### src/rtl/bu_nnpc_pkg.sv
package bu_nnpc_pkg;
   typedef enum logic [2:0] {
      CC_NONE   = 3'd0,
      CC_BRANCH = 3'd1,
      CC_LIKELY = 3'd2,
      CC_JABS   = 3'd3,
      CC_JREG   = 3'd4
   } ctl_class_e;

   localparam int unsigned CLS_W = 3;

   function automatic logic is_pcrel(input logic [CLS_W-1:0] c);
      return (c == CC_BRANCH) || (c == CC_LIKELY);
   endfunction

   function automatic logic is_ctl(input logic [CLS_W-1:0] c);
      return (c >= CC_BRANCH) && (c <= CC_JREG);
   endfunction
endpackage

### src/rtl/bu_disp_ext.sv
module bu_disp_ext #(
   parameter int unsigned AW    = 32,
   parameter int unsigned OFF_W = 16
) (
   input  logic [OFF_W-1:0] off_field,
   output logic [AW-1:0]    disp
);
   localparam int unsigned SH_W = OFF_W + 2;

   generate
      if (SH_W > AW) begin : g_bad
         $error("offset field too wide for address width");
      end
      if (SH_W == AW) begin : g_exact
         assign disp = {off_field, 2'b00};
      end else begin : g_ext
         assign disp = {{(AW-SH_W){off_field[OFF_W-1]}}, off_field, 2'b00};
      end
   endgenerate
endmodule

### src/rtl/bu_target.sv
module bu_target #(
   parameter int unsigned AW       = 32,
   parameter int unsigned JIDX_W   = 26,
   parameter bit          KEEP_LSB = 1'b1
) (
   input  logic [AW-1:0]     cur_pc,
   input  logic [AW-1:0]     nxt_pc,
   input  logic [AW-1:0]     disp,
   input  logic [JIDX_W-1:0] jidx,
   input  logic [AW-1:0]     src_val,
   output logic [AW-1:0]     seq_tgt,
   output logic [AW-1:0]     rel_tgt,
   output logic [AW-1:0]     abs_tgt,
   output logic [AW-1:0]     reg_tgt,
   output logic [AW-1:0]     link_val
);
   localparam int unsigned HI_W = AW - JIDX_W - 2;

   logic [AW-1:0] pc_plus4;

   assign pc_plus4 = cur_pc + AW'(4);
   assign seq_tgt  = nxt_pc + AW'(4);
   assign rel_tgt  = nxt_pc + disp;
   assign link_val = cur_pc + AW'(8);

   generate
      if (JIDX_W + 2 >= AW) begin : g_bad
         $error("jump index leaves no region bits");
      end else begin : g_abs
         assign abs_tgt = {pc_plus4[AW-1 -: HI_W], jidx, 2'b00};
      end

      if (KEEP_LSB) begin : g_keep
         assign reg_tgt = {src_val[AW-1:2], 1'b0, nxt_pc[0]};
      end else begin : g_clear
         assign reg_tgt = {src_val[AW-1:2], 2'b00};
      end
   endgenerate
endmodule

### src/rtl/bu_select.sv
module bu_select
   import bu_nnpc_pkg::*;
#(
   parameter int unsigned AW = 32
) (
   input  logic             clk,
   input  logic             rst_n,
   input  logic             ins_valid,
   input  logic [CLS_W-1:0] ctl_class,
   input  logic             link_en,
   input  logic             cond_true,
   input  logic [AW-1:0]    seq_tgt,
   input  logic [AW-1:0]    rel_tgt,
   input  logic [AW-1:0]    abs_tgt,
   input  logic [AW-1:0]    reg_tgt,
   output logic [AW-1:0]    nn_pc,
   output logic             ra_we,
   output logic             slot_annul
);
   logic annul_q;

   always_comb begin
      unique case (ctl_class)
         CC_BRANCH, CC_LIKELY: nn_pc = cond_true ? rel_tgt : seq_tgt;
         CC_JABS:              nn_pc = abs_tgt;
         CC_JREG:              nn_pc = reg_tgt;
         default:              nn_pc = seq_tgt;
      endcase
   end

   assign ra_we = ins_valid & link_en & is_ctl(ctl_class);

   always_ff @(posedge clk) begin
      if (!rst_n) begin
         annul_q <= 1'b0;
      end else begin
         annul_q <= ins_valid & (ctl_class == CC_LIKELY) & ~cond_true;
      end
   end

   assign slot_annul = annul_q;
endmodule

### src/rtl/bu_nnpc_top.sv
module bu_nnpc_top
   import bu_nnpc_pkg::*;
#(
   parameter int unsigned AW       = 32,
   parameter int unsigned OFF_W    = 16,
   parameter int unsigned JIDX_W   = 26,
   parameter bit          KEEP_LSB = 1'b1
) (
   input  logic          clk,
   input  logic          rst_n,
   input  logic          ins_valid,
   input  logic [31:0]   cur_pc,
   input  logic [31:0]   nxt_pc,
   input  logic [31:0]   ins_word,
   input  logic [2:0]    ctl_class,
   input  logic          link_en,
   input  logic          cond_true,
   input  logic [31:0]   src_val,
   output logic [31:0]   nn_pc,
   output logic          ra_we,
   output logic [31:0]   ra_val,
   output logic          slot_annul
);
   generate
      if (AW != 32) begin : g_aw_chk
         $error("port list is fixed at 32 address bits");
      end
      if (OFF_W > JIDX_W) begin : g_fld_chk
         $error("offset field must fit inside jump index field");
      end
   endgenerate

   logic [AW-1:0] disp, seq_tgt, rel_tgt, abs_tgt, reg_tgt;
   logic          unused_hi;

   assign unused_hi = ^ins_word[AW-1:JIDX_W];

   bu_disp_ext #(.AW(AW), .OFF_W(OFF_W)) u_disp (
      .off_field (ins_word[OFF_W-1:0]),
      .disp      (disp)
   );

   bu_target #(.AW(AW), .JIDX_W(JIDX_W), .KEEP_LSB(KEEP_LSB)) u_tgt (
      .cur_pc   (cur_pc),
      .nxt_pc   (nxt_pc),
      .disp     (disp),
      .jidx     (ins_word[JIDX_W-1:0]),
      .src_val  (src_val),
      .seq_tgt  (seq_tgt),
      .rel_tgt  (rel_tgt),
      .abs_tgt  (abs_tgt),
      .reg_tgt  (reg_tgt),
      .link_val (ra_val)
   );

   bu_select #(.AW(AW)) u_sel (
      .clk        (clk),
      .rst_n      (rst_n),
      .ins_valid  (ins_valid),
      .ctl_class  (ctl_class),
      .link_en    (link_en),
      .cond_true  (cond_true),
      .seq_tgt    (seq_tgt),
      .rel_tgt    (rel_tgt),
      .abs_tgt    (abs_tgt),
      .reg_tgt    (reg_tgt),
      .nn_pc      (nn_pc),
      .ra_we      (ra_we),
      .slot_annul (slot_annul)
   );
endmodule

### config.mk
export PLATFORM = sky130hd
export DESIGN_NAME = bu_nnpc_top
export DESIGN_NICKNAME = d
export VERILOG_FILES = /design/src/rtl/bu_nnpc_pkg.sv /design/src/rtl/bu_disp_ext.sv /design/src/rtl/bu_target.sv /design/src/rtl/bu_select.sv /design/src/rtl/bu_nnpc_top.sv
export SDC_FILE = /design/constraint.sdc
export NUM_CORES = 1
export LEC_CHECK = 0
export BUFFER_PORTS_ARGS = -buffer_cell sky130_fd_sc_hd__buf_2
export CAP_MARGIN = 10
export CORE_ASPECT_RATIO = 1.5
export CORE_MARGIN = 2
export CORE_UTILIZATION = 30
export DETAILED_ROUTE_END_ITERATION = 16
export SLEW_MARGIN = 10
export SYNTH_ARGS = -nofsm -noshare
export SYNTH_HDL_FRONTEND = slang
export SYNTH_SLANG_ARGS = --single-unit
### constraint.sdc
create_clock -name clk -period 6.6 [get_ports clk]
set_input_delay 1.32 -clock clk [delete_from_list [all_inputs] [get_ports clk]]
set_output_delay 1.32 -clock clk [all_outputs]
set_load 0.01 [all_outputs]
==> flow_summary.ini, run 1 <==
[logic_synthesis]
synth-seq-cells = 1
yosys_warnings = 0
syn_nets = 812
synth_area_um2 = 4070
ys_types = 67
synth_compound_area_frac = 0.334
synth_seq_area_share = 0.00492
synth_top_family_by_area = compound AO/OA/AOI/OAI gates
synthTopCellsByArea = xnor2_1 11%, ha_1 9.5%, a21oi_1 7.7%
synth_simple_gate_area_frac = 0.333
synthCells = 644
netlist.top_cell.by_area = xnor2_1
synth_xor_area_frac = 0.170
yosys_most_used_dff = dfxtp_1
synth_mux_area_frac = 0.00769
syn_avg_cell_area_um2 = 6.32
async_flop_share = 0
synthAdderAreaFrac = 0.100
yosys.area.top_type_share = 0.114
synth_edf_count = 0

[worst_setup_path]
start_kind = input pin
cp.arrival_ns = 4.11
path_class = in -> out
cp_cell_sequence = buf_2, ha_1, fa_1, a21o_1, a311oi_2, o31ai_1, a311o_1, a21oi_2, xor2_1, a31oi_1, buf_2
cp_max_fo = 5
crit_top_cell = buf_2
critPathMaxStageDelay_ns = 0.46
cp-end-kind = output port
crit_required_ns = 5.28
cp_slowest_cell = a311oi_2

[global_routing]
grt_pass1_vias = 5386
grt_pass1_wl_um = 26600
grt_use_total = 0.218
antenna_found_initial = 0
grt_max_degree = 33
grt-ovfl-total = 0

[placed_design]
dp_slack_ns = 1.19
port_buffers = 189
hpwl_um = 13800
place.gp.congestion = 0.918
dp.cells = 961

[die]
core-area_um2 = 13400
pin_count = 202
die_w_um = 99.1
row_count = 52
die-area_um2 = 14500
die_h_um = 147
start_util = 0.304

[power]
p_leak_nw = 2.23
power_density_nw_per_um2 = 82.9
peakVddDrop_v = 0.0000283

[timing]
setup-tns-final_ns = 0
hold_viol = 0
final_max_slew_viol_count = 0
relSlewSlack = 0.315
grt_setup_unrepaired = false
max_freq_mhz = 184
finalSetupViolCount = 0
worst_pin_slew_ns = 1.02
worst_slack_ns = 1.17
post-route-min-period_ns = 5.43
period_share = 0.823

[route]
vias_per_cell = 5.82
first_pass_iters = 5
antenna_left = 0
wl_per_cell_um = 17.4
drt_wl_total_um = 16700
drc = 0
num_vias = 5590
drt_iter0_drc = 384

[final_layout]
antenna_cells = 0
fin_cells = 961
drive_gt1_frac = 0.258
layout.nets = 969
postLayoutCoreUtil = 0.379
largest_reg_flops = 1
n_fill_cell = 1521
syn_to_final_growth_pct = 24.9

[outcome]
outcome = finished clean

[clocking]
postCtsSetupBuffers = 0
cts.hold.buffers_added = 0
cts_resized = 0
clk_pin_slew_worst_paths_ns = 0

[min_path]
hold_class = in -> reg

[job]
drv_cap = 0
-- logic make-up after synthesis --
group / Yosys count
buf+inv: 48
compound gates: 209
flops: 1
xor+xnor: 79
fa+ha+maj: 32
mux: 3
simple gates: 272
-- cells in the mapped netlist, types with 4 or more instances --
library cell / count
a31oi_1: 5
ha_1: 31
a21oi_1: 63
nor2_1: 57
nand2_1: 81
xor2_1: 26
o21ai_0: 51
buf_2: 8
xnor2_1: 53
nand3_1: 34
o221ai_1: 5
nor2b_1: 6
a21o_1: 12
nor4_1: 7
o31ai_1: 4
o22a_1: 5
and2_1: 8
a211oi_1: 7
inv_1: 10
and3_1: 15
o211ai_1: 5
and4_1: 7
nor3_1: 17
o21a_1: 5
nand4_1: 21
clkbuf_1: 23
o22ai_1: 7
a222oi_1: 12
-- cell type report --
class | instances | area, µm² | share of cell area
Inverter | 10 | 37.5 | 0.00739
Multi-Input combinational cell | 595 | 3850 | 0.757
Sequential cell | 1 | 20.0 | 0.00394
Tap cell | 162 | 203 | 0.0399
Timing Repair Buffer | 193 | 976 | 0.192
-- through the flow --
| stage | hold slack [ns] | instance area, µm² | power, mW |
|---|---|---|---|
| final | 1.59 | 5080 | 0.422 |
| after CTS | 1.60 | 5080 | 0.419 |
| after detailed placement | 1.59 | 5080 | 0.417 |
| after floorplan | 1.47 | 4070 | 0.263 |
| after global placement | 1.59 | 5080 | 0.417 |
| after global routing | 1.62 | 5080 | 0.466 |
-- layer usage --
layer / routed length, µm / global-route usage
met1: 6480 / 0.252
met2: 8550 / 0.414
met3: 1180 / 0.0278
met4: 531 / 0.0568
met5: 0 / 0
-- power by group --
group          internal (mW)  switching, mW
Clock                      0              0
Sequential           0.00623     0.00000894
Combinational          0.167          0.248
Total                  0.173          0.248
-- final timing paths --
path | from | endpoint | slack (ns) | depth (start not counted)
hold / removal | rst_n | u_sel.slot_annul | 1.59 | 3
setup / recovery | nxt_pc[2] | nn_pc[26] | 1.17 | 11
-- placed cells by master, fill, tap and decap left out, types with 2 or more instances in the layout --
cell type / Yosys / final
nor4b_1: 2 / 2
mux2i_1: 2 / 2
o211ai_1: 5 / 5
a311oi_1: 3 / 3
a22o_1: 2 / 2
or4_1: 2 / 2
nor4_1: 7 / 7
o21ai_0: 51 / 51
xor2_1: 26 / 26
o221ai_1: 5 / 5
buf_2: 8 / 189
a32oi_1: 2 / 2
a211oi_1: 7 / 7
and4_1: 7 / 7
buf_4: 3 / 4
xnor2_1: 53 / 53
a21oi_1: 63 / 63
a221oi_1: 2 / 2
nand3_1: 34 / 34
a31oi_1: 5 / 5
a211o_1: 3 / 3
a31o_2: 2 / 2
o21a_1: 5 / 5
o22a_1: 5 / 5
inv_1: 10 / 10
o31ai_1: 4 / 4
nand2b_1: 3 / 3
a222oi_1: 12 / 12
o22ai_1: 7 / 7
or3_1: 3 / 3
ha_1: 31 / 31
a21o_1: 12 / 12
nand2_1: 81 / 81
or2_2: 2 / 2
nor2_1: 57 / 57
nor2b_1: 6 / 6
nand4_1: 21 / 21
and3_1: 15 / 15
nor3_1: 17 / 17
and2_1: 8 / 8
-- worst max-delay path, delay by kind of cell --
kind	cells	cell delay, ns
compound gates	6	1.64
xor+xnor	1	0.22
fa+ha+maj	2	0.63
buf+inv	2	0.29
Power figures use the tool's default switching activity.
==> run 2: changes to the inputs <==
Settings changed: ABC_AREA from default to 1.
Clock period 6.6 ns to 4.52 ns, I/O delays scaled along.
==> flow_summary.ini, run 2 <==
[outcome]
outcome = finished clean

[logic_synthesis]
async_flop_share = 0
synth-seq-cells = 1
synth_seq_area_share = 0.00419
synthTopCellsByArea = nand2_1 27%, inv_1 12%, nand3_1 9.5%
yosys.area.top_type_share = 0.275
synth.most_common_cell = nand2_1
synth_area_um2 = 4780
netlist.top_cell.by_area = nand2_1
ys_types = 43
syn_avg_cell_area_um2 = 4.91
synthCells = 974
yosys_warnings = 0
synth_edf_count = 0
syn_nets = 1142
yosys_most_used_dff = dfxtp_1
synthTopCellsByCount = 350 x nand2_1, 152 x inv_1, 108 x nor2_1

[final_layout]
stdcell_area_um2 = 5970
regArea_um2 = 20.0
antenna_cells = 0
syn_to_final_growth_pct = 24.7
mostFrequentLayoutCells = 350 x nand2_1, 189 x buf_2, 152 x inv_1, 106 x nor2_1, 91 x nand3_1
layout_commonest_cell = nand2_1
largest_reg_flops = 1
layout.nets = 1324
drive_gt1_frac = 0.191
multi_input_area_um2 = 4110
n_fill_cell = 1846

[min_path]
holdPathEnd = u_sel.slot_annul
worstHoldPathCells = 2
min_from = ctl_class[0]
hold_class = in -> reg

[timing]
worst_pin_slew_ns = 0.795
relSlewSlack = 0.465
hold_viol = 0
period_share = 0.875
holdWs_ns = 1.11
setup-tns-final_ns = 0
final_max_slew_viol_count = 0
post-route-min-period_ns = 3.96
grt_setup_unrepaired = false
max_freq_mhz = 253
finalSetupViolCount = 0

[placed_design]
hpwl_um = 18700
place.gp.congestion = 0.949
port_buffers = 189
place_area_um2 = 5970

[route]
vias_per_cell = 5.02
wl_per_cell_um = 16.0
drt_iter0_drc = 334
drc = 0
num_vias = 6815
first_pass_iters = 5
antenna_left = 0
drt_wl_total_um = 21700

[die]
die-area_um2 = 17000
row_count = 56
pin_count = 202
die_h_um = 159
start_util = 0.306
core-area_um2 = 15600
die_w_um = 107

[clocking]
cts_resized = 0
postCtsSetupBuffers = 0
cts.hold.buffers_added = 0
clk_pin_slew_worst_paths_ns = 0

[worst_setup_path]
cp_cell_sequence = buf_2, ha_1, fa_1, nand2_1, nand3_1, nand3_1, nand2_1, nand2_1, nand2_1, xor2_1, o21ai_0, nand3b_1, buf_2
crit_family = simple AND/OR/NAND/NOR gates
crit_cells = 13
start_kind = input pin
cp_slowest_cell = fa_1
cp-end-kind = output port
cp_max_fo = 6
crit_required_ns = 3.62
critPathMaxStageDelay_ns = 0.40
startpoint = nxt_pc[2]
path_class = in -> out
path_buf_inv = 2
crit_top_cell = nand2_1
cp.arrival_ns = 3.05

[global_routing]
grt_max_degree = 32
grt-ovfl-total = 0
grt_use_total = 0.249
grtUsageMet2 = 0.490
use_met3 = 0.0184
use_met1 = 0.271
grt_pass1_wl_um = 33400
top_usage_layer = met2
antenna_found_initial = 0
grt_pass1_vias = 6700

[power]
netSwitchingFraction = 0.631
peakVddDrop_v = 0.0000599
combPwrFrac = 0.986
p_int_uw = 236
p_sw_uw = 405
p_clk_frac = 0
power_frac_seq = 0.014
power_density_nw_per_um2 = 107
p_leak_nw = 3.40

[job]
drv_cap = 0
run 2: cell type report:
cell class                      count  share of cell area
Timing Repair Buffer              196               0.167
Inverter                          155              0.0975
Sequential cell                     1             0.00336
Tap cell                          203              0.0426
Multi-Input combinational cell    802               0.689
run 2: worst max path at each step:
stage / slack [ns] / end
floorplan: 1.20 / nn_pc[14]
global placement: 0.63 / nn_pc[14]
detailed placement: 0.59 / nn_pc[14]
CTS: 0.59 / nn_pc[14]
global route: 0.34 / nn_pc[30]
finish: 0.56 / nn_pc[14]
run 2: logic make-up (layout without fill, tap and decap cells):
| group | after synthesis | after routing | share of synthesized area |
|---|---|---|---|
| simple gates | 628 | 628 | 0.571 |
| buf+inv | 171 | 351 | 0.137 |
| flops | 1 | 1 | 0.00419 |
| fa+ha+maj | 32 | 32 | 0.0853 |
| compound gates | 105 | 105 | 0.135 |
| xor+xnor | 37 | 37 | 0.0677 |
run 2: power groups by stage:
stage | Clock (mW) | Sequential, mW | Combinational (mW)
final | 0 | 0.00912 | 0.632
after global routing | 0 | 0.00914 | 0.703
after CTS | 0 | 0.00913 | 0.629
after detailed placement | 0 | 0.00913 | 0.626
after global placement | 0 | 0.00911 | 0.623
after floorplan | 0 | 0.00917 | 0.373
run 2: metrics by stage:
| step | total power, mW | std cells | setup WS [ns] | util |
|---|---|---|---|---|
| floorplan | 0.382 | 974 | 1.20 | - |
| global placement | 0.632 | 1357 | 0.625 | 0.382 |
| detailed placement | 0.635 | 1357 | 0.593 | 0.382 |
| CTS | 0.638 | 1357 | 0.589 | 0.382 |
| global route | 0.712 | 1357 | 0.342 | 0.382 |
| finish | 0.641 | 1357 | 0.563 | 0.382 |
run 2: routing by layer:
| layer | up-vias | wire length, µm |
|---|---|---|
| met4 | 0 | 938 |
| met1 | 3021 | 8240 |
| met5 | - | 0 |
| met3 | 45 | 1130 |
| li1 | 3501 | - |
| met2 | 248 | 11400 |
==> run 3: changes to the inputs <==
Settings changed: ABC_AREA 1 to 0.
==> flow_summary.ini, run 3 (synthesized netlist as in run 1, its figures left out) <==
[timing]
finalSetupViolCount = 0
post-route-min-period_ns = 4.43
max_freq_mhz = 226
hold_viol = 0
final_max_slew_viol_count = 0
grt_setup_unrepaired = false
worst_pin_slew_ns = 0.796
period_share = 0.981
worst_slack_ns = 0.0860
setup-tns-final_ns = 0
relSlewSlack = 0.469

[final_layout]
syn_to_final_growth_pct = 29.0
multi_input_area_um2 = 3850
layout.nets = 990
regArea_um2 = 20.0
largest_reg_flops = 1
antenna_cells = 0
n_fill_cell = 1542
mostFrequentLayoutCells = 189 x buf_2, 81 x nand2_1, 63 x a21oi_1, 57 x nor2_1, 53 x xnor2_1
drive_gt1_frac = 0.279
layout_commonest_cell = buf_2
postLayoutCoreUtil = 0.392
stdcell_area_um2 = 5250

[placed_design]
place.gp.congestion = 0.938
place_area_um2 = 5240
dp_slack_ns = 0.0729
port_buffers = 189
hpwl_um = 14200

[die]
pin_count = 202
die_w_um = 99.1
die_h_um = 147
start_util = 0.304
core-area_um2 = 13400
row_count = 52
die-area_um2 = 14500

[worst_setup_path]
cp_max_fo = 4
crit_required_ns = 3.62
path_buf_inv = 2
cp_slowest_cell = a311o_2
path_class = in -> out
cp_cell_sequence = buf_2, ha_1, fa_1, a21o_1, a311oi_2, o31ai_1, a311o_2, a21oi_2, xor2_1, a31oi_1, buf_2
critPathMaxStageDelay_ns = 0.46
crit_family = compound AO/OA/AOI/OAI gates
start_kind = input pin
cp.arrival_ns = 3.53
crit_top_cell = buf_2
cp-end-kind = output port
startpoint = nxt_pc[2]

[clocking]
postCtsSetupBuffers = 0
clk_pin_slew_worst_paths_ns = 0
cts.hold.buffers_added = 0

[route]
first_pass_iters = 8
drt_wl_total_um = 17000
antenna_left = 0
num_vias = 5578
drc = 0
drt_iter0_drc = 481
vias_per_cell = 5.68
wl_per_cell_um = 17.4

[global_routing]
grt_max_degree = 25
antenna_found_initial = 1
grt-ovfl-total = 0
grt_pass1_wl_um = 26800
grt_pass1_vias = 5397
grt_use_total = 0.221

[outcome]
outcome = finished clean

[power]
power_density_nw_per_um2 = 121
p_leak_nw = 2.33
power.total_uw = 637
peakVddDrop_v = 0.0000456

[job]
drv_cap = 0

[min_path]
hold_class = in -> reg
min_from = rst_n
run 3: changes by cell type in the layout (fill, tap and decap cells not counted), moves of 18 or more:
cell     before  now
xnor2_1      10   53
nand3_1      91   34
nor2_1      106   57
buf_4         7   25
a21oi_1      44   63
inv_1       152   10
nand2_1     350   81
o21ai_0      22   51
run 3: metrics by stage:
step / instances / hold WS, ns
floorplan: 644 / 1.06
global placement: 982 / 1.17
detailed placement: 982 / 1.17
CTS: 982 / 1.17
global route: 982 / 1.19
finish: 982 / 1.17
run 3: power by group:
| part | internal, mW | leakage, nW | switching, mW |
|---|---|---|---|
| combinational | 0.259 | 2.32 | 0.369 |
| clock | 0 | 0 | 0 |
| sequential | 0.00910 | 0.00807 | 0.0000150 |
run 3: routing by layer:
layer / track usage / vias up / share of wire
met4: 0.0534 / 0 / 0.029
li1: - / 2782 / -
met3: 0.0268 / 30 / 0.071
met2: 0.416 / 233 / 0.50
met1: 0.259 / 2533 / 0.40
met5: 0 / - / 0
run 3: area by class of cell:
| cell class | count | share of cell area |
|---|---|---|
| inverter | 10 | 0.00715 |
| timing repair buffer | 214 | 0.216 |
| tap | 162 | 0.0386 |
| sequential | 1 | 0.00381 |
| multi-input combinational | 595 | 0.734 |
run 3: final timing paths:
path	slack, ns	depth (start not counted)	to
max	0.09	11	nn_pc[26]
min	1.17	3	u_sel.slot_annul
run 3: what timing repair did:
| item | CTS | global route |
|---|---|---|
| resized for setup | 0 | 2 |
| endpoints found under the setup margin | 0 | 2 |
| endpoints found under the hold margin | 0 | 0 |
run 3: worst min-delay path, stage by stage:
cell and delay, ns:
buf_2 0.10, nand4_1 0.07, nor3_1 0.04
